<file path="src/rtl/arx_pkg.sv">
package arx_pkg;
  // quarters per block; the stage output order depends on it
  localparam int unsigned NQ = 4;

  // even-numbered quarters (from MSB) take the first rotation, odd ones the second
  function automatic int unsigned rot_for(input int unsigned q, input int unsigned ra,
                                          input int unsigned rb);
    return (q % 2 == 0) ? ra : rb;
  endfunction
endpackage

</file>
<file path="src/rtl/arx_stage.sv">
module arx_stage
  import arx_pkg::*;
#(
  parameter int unsigned QW    = 16,
  parameter int unsigned ROT_A = 7,
  parameter int unsigned ROT_B = 2,
  localparam int unsigned BW   = NQ * QW
) (
  input  logic [BW-1:0] din,
  input  logic [QW-1:0] subkey,
  output logic [BW-1:0] dout
);
  logic [QW-1:0] quarter [NQ];
  logic [QW-1:0] rotated [NQ];
  logic [QW-1:0] mixed   [NQ];

  for (genvar q = 0; q < NQ; q++) begin : g_q
    localparam int unsigned RA = rot_for(q, ROT_A, ROT_B);
    assign quarter[q] = din[BW-1-q*QW -: QW];
    assign rotated[q] = {quarter[q][RA-1:0], quarter[q][QW-1:RA]};
    if (q == 0) begin : g_add
      assign mixed[q] = rotated[q] + subkey;
    end else begin : g_xor
      assign mixed[q] = rotated[q] ^ mixed[q-1];
    end
    // output quarter q takes the result one place further down the chain
    assign dout[BW-1-q*QW -: QW] = mixed[(q+1) % NQ];
  end
endmodule

</file>
<file path="src/rtl/arx_stage_ctr.sv">
module arx_stage_ctr #(
  parameter int unsigned ROUNDS = 5,
  parameter int unsigned STAGES = 5,
  localparam int unsigned RW = (ROUNDS > 1) ? $clog2(ROUNDS) : 1,
  localparam int unsigned SW = (STAGES > 1) ? $clog2(STAGES) : 1
) (
  input  logic          clk,
  input  logic          rst,
  input  logic          clear,
  input  logic          adv,
  output logic [RW-1:0] round_idx,
  output logic [SW-1:0] stage_idx,
  output logic          last
);
  logic [RW-1:0] round_q;
  logic [SW-1:0] stage_q;
  logic          stage_wrap;
  logic          round_wrap;

  assign stage_wrap = (stage_q == SW'(STAGES - 1));
  assign round_wrap = (round_q == RW'(ROUNDS - 1));

  always_ff @(posedge clk) begin
    if (rst || clear) begin
      round_q <= '0;
      stage_q <= '0;
    end else if (adv) begin
      if (stage_wrap) begin
        stage_q <= '0;
        round_q <= round_wrap ? '0 : round_q + 1'b1;
      end else begin
        stage_q <= stage_q + 1'b1;
      end
    end
  end

  assign round_idx = round_q;
  assign stage_idx = stage_q;
  assign last      = stage_wrap && round_wrap;
endmodule

</file>
<file path="src/rtl/arx_enc_core.sv">
module arx_enc_core
  import arx_pkg::*;
#(
  parameter int unsigned QW     = 16,
  parameter int unsigned ROUNDS = 5,
  parameter int unsigned STAGES = 5,
  parameter int unsigned ROT_A  = 7,
  parameter int unsigned ROT_B  = 2,
  localparam int unsigned BW    = NQ * QW,
  localparam int unsigned RW    = (ROUNDS > 1) ? $clog2(ROUNDS) : 1,
  localparam int unsigned SW    = (STAGES > 1) ? $clog2(STAGES) : 1
) (
  input  logic          clk,
  input  logic          rst,
  input  logic          in_valid,
  output logic          in_ready,
  input  logic [BW-1:0] in_block,
  output logic [RW-1:0] key_round,
  output logic [SW-1:0] key_stage,
  input  logic [QW-1:0] key_word,
  output logic [BW-1:0] out_block,
  output logic          out_done,
  output logic          busy
);
  logic [BW-1:0] state_q;
  logic [BW-1:0] state_nxt;
  logic [BW-1:0] ct_q;
  logic          busy_q;
  logic          done_q;
  logic          accept;
  logic          last_stage;

  assign accept = in_valid && !busy_q;

  arx_stage_ctr #(
    .ROUNDS(ROUNDS),
    .STAGES(STAGES)
  ) u_ctr (
    .clk      (clk),
    .rst      (rst),
    .clear    (accept),
    .adv      (busy_q),
    .round_idx(key_round),
    .stage_idx(key_stage),
    .last     (last_stage)
  );

  arx_stage #(
    .QW   (QW),
    .ROT_A(ROT_A),
    .ROT_B(ROT_B)
  ) u_stage (
    .din   (state_q),
    .subkey(key_word),
    .dout  (state_nxt)
  );

  // datapath register: no reset needed, it is always loaded before use
  always_ff @(posedge clk) begin
    if (accept) begin
      state_q <= in_block;
    end else if (busy_q) begin
      state_q <= state_nxt;
    end
  end

  always_ff @(posedge clk) begin
    if (rst) begin
      busy_q <= 1'b0;
      done_q <= 1'b0;
      ct_q   <= '0;
    end else begin
      done_q <= 1'b0;
      if (accept) begin
        busy_q <= 1'b1;
      end else if (busy_q && last_stage) begin
        busy_q <= 1'b0;
        done_q <= 1'b1;
        ct_q   <= state_nxt;
      end
    end
  end

  assign in_ready  = !busy_q;
  assign busy      = busy_q;
  assign out_done  = done_q;
  assign out_block = ct_q;
endmodule

</file>
<file path="config.mk">
export PLATFORM = sky130hd
export DESIGN_NAME = arx_enc_core
export DESIGN_NICKNAME = d
export VERILOG_FILES = /design/src/rtl/arx_pkg.sv /design/src/rtl/arx_stage.sv /design/src/rtl/arx_stage_ctr.sv /design/src/rtl/arx_enc_core.sv
export SDC_FILE = /design/constraint.sdc
export NUM_CORES = 1
export LEC_CHECK = 0
export BUFFER_PORTS_ARGS = -buffer_cell sky130_fd_sc_hd__clkbuf_2
export CORE_ASPECT_RATIO = 0.9
export CORE_MARGIN = 2
export CORE_UTILIZATION = 45
export CTS_CLUSTER_DIAMETER = 200
export CTS_CLUSTER_SIZE = 28
export DETAILED_ROUTE_END_ITERATION = 7
export GPL_TIMING_DRIVEN = 0
export PLACE_DENSITY = 0.68
export SLEW_MARGIN = 20
export SYNTH_ARGS = -nofsm -noshare
export SYNTH_HDL_FRONTEND = slang
export SYNTH_SLANG_ARGS = --single-unit
</file>
<file path="constraint.sdc">
create_clock -name clk -period 3.6 [get_ports clk]
set_input_delay 0.18 -clock clk [delete_from_list [all_inputs] [get_ports clk]]
set_output_delay 0.18 -clock clk [all_outputs]
set_load 0.02 [all_outputs]
</file>
==> flow_metrics.tcl, run 1 <==
set metrics [dict create \
    fin_skew_ns 0.0117 \
    r2r-start "state_q[55]" \
    overflow 0 \
    finalHoldViolations 0 \
    outcome "complete, but fails checks" \
    first_pass_iters 8 \
    worst_slew_pin_slew_ns 0.812 \
    clk_latency_ns 0.44 \
    synth-xor-area-share_pct 10.7 \
    clock.fmax_mhz 307 \
    cp-start-kind "flop" \
    min_period_ns 3.26 \
    synth_cell_types 60 \
    final_common_cell "clkbuf_2" \
    die_h_um 122 \
    muxShareOfSynthArea_pct 0.307 \
    cts_tree "yes" \
    setup_violations 0 \
    grt_pass1_vias 5663 \
    hold_buffers 0 \
    hold-path-cell-count 3 \
    yosysSeqAreaShare_pct 48.6 \
    hold_path.class "in2reg" \
    worstRegToRegCells 9 \
    yosys.area_share.simple_pct 16.6 \
    criticalPathCategory "reg2reg" \
    finalMaxSlewViolations 0 \
    drc_errors 3 \
    leakage_uw 0.00350 \
    cpMaxStageDelayCell "a2111oi_0" \
    ys_seq_elements 136 \
    nNetsFinal 1003 \
    peakVddDrop_v 0.000614 \
    crit_chain "ha_1 > fa_1 > a21oi_1 > o21ai_2 > a2111oi_0 > o21ai_1 > o211a_4 > xnor3_1 > mux2_2" \
    final_cell_mix "154 x clkbuf_2, 114 x nand2_1, 97 x nor2_1" \
    powerDensity_nw_per_um2 1020 \
    rsz0062_at_grt "false" \
    yosysWarnings 0 \
    synth_compound_area_share_pct 16.5 \
    synth.avg_cell_area_um2 9.54 \
    via_per_inst 5.57 \
    coreArea_um2 15200 \
    synth-edff-count 64 \
    endpoint_kind "flop" \
    grt_pass1_wl_um 32900 \
    postCtsResizedCells 0 \
    fin_setup_tns_ns 0 \
    via_count 6205 \
    ff2ff_setup_slack_ns 0.34 \
    cts_setup_buffers 0 \
    min_from "in_block[37]" \
    start_util_pct 45.5 \
    drt-total-wl_um 22400 \
    synth_top_family_by_area "simple AND/OR/NAND/NOR gates" \
    arrival_ns 3.45 \
    antennaDiodeCount 0 \
    place_congestion 0.913 \
    portBuffers 154 \
    synthAdderAreaFrac_pct 3.72 \
    track_usage_pct 27.6 \
    synth_nets 829 \
    clk_pin_slew_ns 0.06 \
    netlist_area_um2 6930 \
    grt_max_degree 51 \
    wire_per_inst_um 20.1 \
    antenna_found_initial 0 \
    worstSetupStartpoint "state_q[55]" \
    drtIter0Drc 675 \
    min_period_over_period_pct 90.5 \
    dpl.hpwl_um 16700 \
    violations "DRC" \
    pin_count 156 \
    num_rows 43 \
    synthToLayoutAreaGrowth_pct 23.1 \
    die_x_um 135 \
    cts_made_buffers 17 \
    synth_cells 726 \
    cts.sinks 136 \
    cp.required_ns 3.79 \
    die_area_um2 16400 \
    root_buffer "clkbuf_16" \
    slew-limit-headroom_pct 45.9 \
    whs_endpoint "state_q[37]" \
    synthArstFlopShare_pct 0 \
    drive_above_1_share_pct 23.8 \
    htree_levels 4 \
    clockBufferDepth 2 \
    critPathMaxStageDelay_ns 0.51 \
    synth_ff_type "dfxtp_1" \
    whs_ns 0.0119 \
    maxCapViolCount 0 \
    ant_nets 0 \
    crit_fanout 5 \
    timing.rr.end "state_q[30]" \
]
critical path: cells and delay by family, from the launching register on:
kind                     cells  cell delay, ns
AO/OA/AOI/OAI                5            1.30
adder cells (fa/ha/maj)      2            0.64
flip-flops                   1            0.38
multiplexers                 1            0.29
XOR/XNOR                     1            0.41
cells by family after synthesis:
group | count (synthesis)
adders and majority gates | 20
muxes | 2
buffers and inverters | 57
xor gates and xnor gates | 72
and+or+nand+nor | 265
AOI/OAI and AO/OA | 174
DFF | 136
metrics by stage:
step / util (%) / setup WS (ns) / instances / instance area, um^2 / power (uW)
2_1_floorplan: - / 0.808 / 726 / 6930 / 5570
3_3_place_gp: 52.2 / 0.338 / 1082 / 7950 / 6920
3_5_place_dp: 52.4 / 0.402 / 1083 / 7980 / 6940
4_1_cts: 56.0 / 0.360 / 1115 / 8520 / 8620
5_1_grt: 56.0 / 0.125 / 1115 / 8520 / 9120
6_report: 56.0 / 0.344 / 1115 / 8520 / 8720
flip-flops by register name, summed over array words and instances, names as in the netlist:
register         cells
busy                 1
state_q             64
u_ctr.stage_idx      3
out_done             1
out_block           64
u_ctr.round_idx      3
cell usage after synthesis (all sizes together) (3+ instances only):
master	number	area (um^2)
a211oi	37	293
dfxtp	72	1440
o211ai	4	30.0
nor2	97	364
xnor2	40	350
xor2	24	210
nor3	7	46.3
a21o	4	31.3
o2111ai	3	26.3
edfxtp	64	1920
and2	5	32.5
nand2	114	428
nand3	9	45.0
o21a	6	45.0
nand4	5	31.3
ha	19	238
a21oi	71	374
clkbuf	32	120
nand3b	7	52.6
buf	16	93.8
xnor3	6	135
inv	9	33.8
o21ai	35	183
a311oi	3	56.3
nor2b	6	37.5
and3	4	30.0
where the power goes:
| part | internal (uW) | switching, uW |
|---|---|---|
| clock network | 927 | 738 |
| registers | 2260 | 218 |
| logic | 1700 | 2870 |
| total | 4890 | 3830 |
routing by layer:
metal  vias up  routed length [um]  GRT usage, %
li1       2886                   -             -
met1      2970                9860          39.0
met2       310               10100          42.2
met3        39                1910          6.45
met4         0                 544          8.29
met5         -                   0             0
area by class of cell:
class	count	area, um^2
multi-input combinational	533	3320
fill	1430	6700
clock buffer	20	457
timing repair buffer	155	798
clock inverter	12	87.6
tap	202	253
sequential	136	3360
buffer	48	214
inverter	9	36.3
how the worst max path moves through the flow:
| stage | cells after the start | to |
|---|---|---|
| 2_1_floorplan | 9 | state_q[30] |
| 3_3_place_gp | 9 | state_q[20] |
| 3_5_place_dp | 9 | state_q[30] |
| 4_1_cts | 9 | state_q[20] |
| 5_1_grt | 9 | state_q[20] |
| 6_report | 9 | state_q[30] |
No activity file was read; power rests on OpenSTA's default activity.
==> run 2: changes to the inputs <==
--- a/config.mk
+++ b/config.mk
@@ -5,15 +5,15 @@
 export SDC_FILE = /design/constraint.sdc
 export NUM_CORES = 1
 export LEC_CHECK = 0
+export ABC_AREA = 0
 export BUFFER_PORTS_ARGS = -buffer_cell sky130_fd_sc_hd__clkbuf_2
 export CORE_ASPECT_RATIO = 0.9
 export CORE_MARGIN = 2
-export CORE_UTILIZATION = 45
+export CORE_UTILIZATION = 35
 export CTS_CLUSTER_DIAMETER = 200
 export CTS_CLUSTER_SIZE = 28
 export DETAILED_ROUTE_END_ITERATION = 7
 export GPL_TIMING_DRIVEN = 0
-export PLACE_DENSITY = 0.68
 export SLEW_MARGIN = 20
 export SYNTH_ARGS = -nofsm -noshare
 export SYNTH_HDL_FRONTEND = slang
==> flow_metrics.tcl, run 2 (same netlist as run 1, synthesis figures left out) <==
set metrics [dict create \
    p_total_uw 8840 \
    grt_max_degree 34 \
    num_rows 48 \
    clk_pin_slew_ns 0.06 \
    dpl.hpwl_um 17900 \
    rsz0062_at_grt "false" \
    criticalPathCategory "reg2reg" \
    leakage_uw 0.00351 \
    endpoint_kind "flop" \
    multi_input_area_um2 3320 \
    first_pass_iters 5 \
    die_h_um 137 \
    postCtsResizedCells 0 \
    final_cell_mix "154 x clkbuf_2, 114 x nand2_1, 97 x nor2_1" \
    fin_setup_tns_ns 0 \
    coreArea_um2 19300 \
    wire_per_inst_um 19.9 \
    clockBufferDepth 2 \
    place_congestion 0.887 \
    r2r-start "state_q[55]" \
    start_util_pct 35.9 \
    via_count 6134 \
    cts_tree "yes" \
    track_usage_pct 21.9 \
    worst_slew_pin_slew_ns 0.859 \
    cts.sinks 136 \
    cts_setup_buffers 0 \
    fillers 1920 \
    drc_errors 0 \
    hold_path.class "in2reg" \
    min_period_over_period_pct 88.0 \
    nNetsFinal 1003 \
    synthToLayoutAreaGrowth_pct 24.3 \
    dr_wl_met2_um 10400 \
    root_buffer "clkbuf_16" \
    peakVddDrop_v 0.000551 \
    timing.rr.end "state_q[22]" \
    arrival_ns 3.31 \
    finalHoldViolations 0 \
    drtIter0Drc 498 \
    finalMaxSlewViolations 0 \
    final_common_cell "clkbuf_2" \
    crit_end "state_q[22]" \
    antennaDiodeCount 0 \
    setup_violations 0 \
    slew-limit-headroom_pct 42.6 \
    outcome "finished, final reports clean" \
    met1_length_um 10200 \
    worstSetupStartpoint "state_q[55]" \
    critPathMaxStageDelay_ns 0.55 \
    drive_above_1_share_pct 23.5 \
    powerDensity_nw_per_um2 1030 \
    via_per_inst 5.27 \
    grt_pass1_wl_um 33800 \
    maxCapViolCount 0 \
    clk_latency_ns 0.42 \
    cts_made_buffers 17 \
    pin_count 156 \
    hold_buffers 0 \
    fin_skew_ns 0.00705 \
    crit_fanout 5 \
    seqCellArea_um2 3360 \
    clock.fmax_mhz 316 \
    grt_pass1_vias 5670 \
    cp-start-kind "flop" \
    whs_ns 0.0290 \
    cpMaxStageDelayCell "xnor2_1" \
    crit_chain "ha_1 > fa_1 > a21oi_1 > o21ai_2 > a21o_1 > xnor3_1 > xnor2_1 > xnor2_1 > a21oi_1" \
    highest_layer "met4" \
    portBuffers 154 \
    ff2ff_setup_slack_ns 0.43 \
    htree_levels 4 \
    worstRegToRegCells 9 \
    met3_length_um 1990 \
    cp.required_ns 3.74 \
    die_area_um2 20900 \
    ant_nets 0 \
    min_period_ns 3.17 \
    antenna_found_initial 0 \
    overflow 0 \
    drt-total-wl_um 23100 \
    die_x_um 152 \
]
[run 2: cell types whose count changed in the layout (fill, tap and decap cells not counted), moves of 2 or more]
cell / change
clkbuf_1: +2
clkbuf_8: +2
inv_6: -3
inv_4: -5
clkinv_2: +3
[run 2: layout make-up]
class / instances / share of cell area, %
Sequential cell: 136 / 39.0
Timing Repair Buffer: 155 / 9.18
Inverter: 9 / 0.421
Multi-Input combinational cell: 533 / 38.5
Clock buffer: 25 / 6.00
Tap cell: 250 / 3.63
Clock inverter: 7 / 0.741
Buffer: 48 / 2.48
[run 2: metal layers]
metal	GRT usage (%)	up-vias
met3	4.66	41
met2	33.9	304
li1	-	2885
met4	7.89	0
met1	30.4	2904
met5	0	-
[run 2: how the worst min path moves through the flow]
stage	from	to	depth (start not counted)
finish	in_block[36]	state_q[36]	3
global route	in_block[36]	state_q[36]	3
CTS	in_block[36]	state_q[36]	3
detailed placement	out_block[1]	out_block[1]	2
global placement	out_block[9]	out_block[9]	2
floorplan	in_block[0]	state_q[0]	2
[run 2: worst max-delay path, delay by kind of cell, from the launching register on]
family | cells | cell delay (ns)
fa+ha+maj | 2 | 0.64
compound gates | 4 | 0.73
flops | 1 | 0.38
xor+xnor | 3 | 1.14
[run 2: power by group]
part | total [uW] | leakage (uW) | switching (uW) | internal (uW)
Combinational | 4660 | 0.00199 | 2960 | 1700
Sequential | 2470 | 0.00122 | 213 | 2260
Clock | 1710 | 0.000292 | 650 | 1060
[run 2: stage by stage]
step                      cells  instance area, um^2  util [%]  setup WS, ns
final                      1163                 8610      44.7         0.431
after global routing       1163                 8610      44.7         0.300
after CTS                  1163                 8610      44.7         0.487
after detailed placement   1131                 8030      41.7         0.516
after global placement     1130                 8010      41.5         0.494
after floorplan             726                 6930         -         0.808
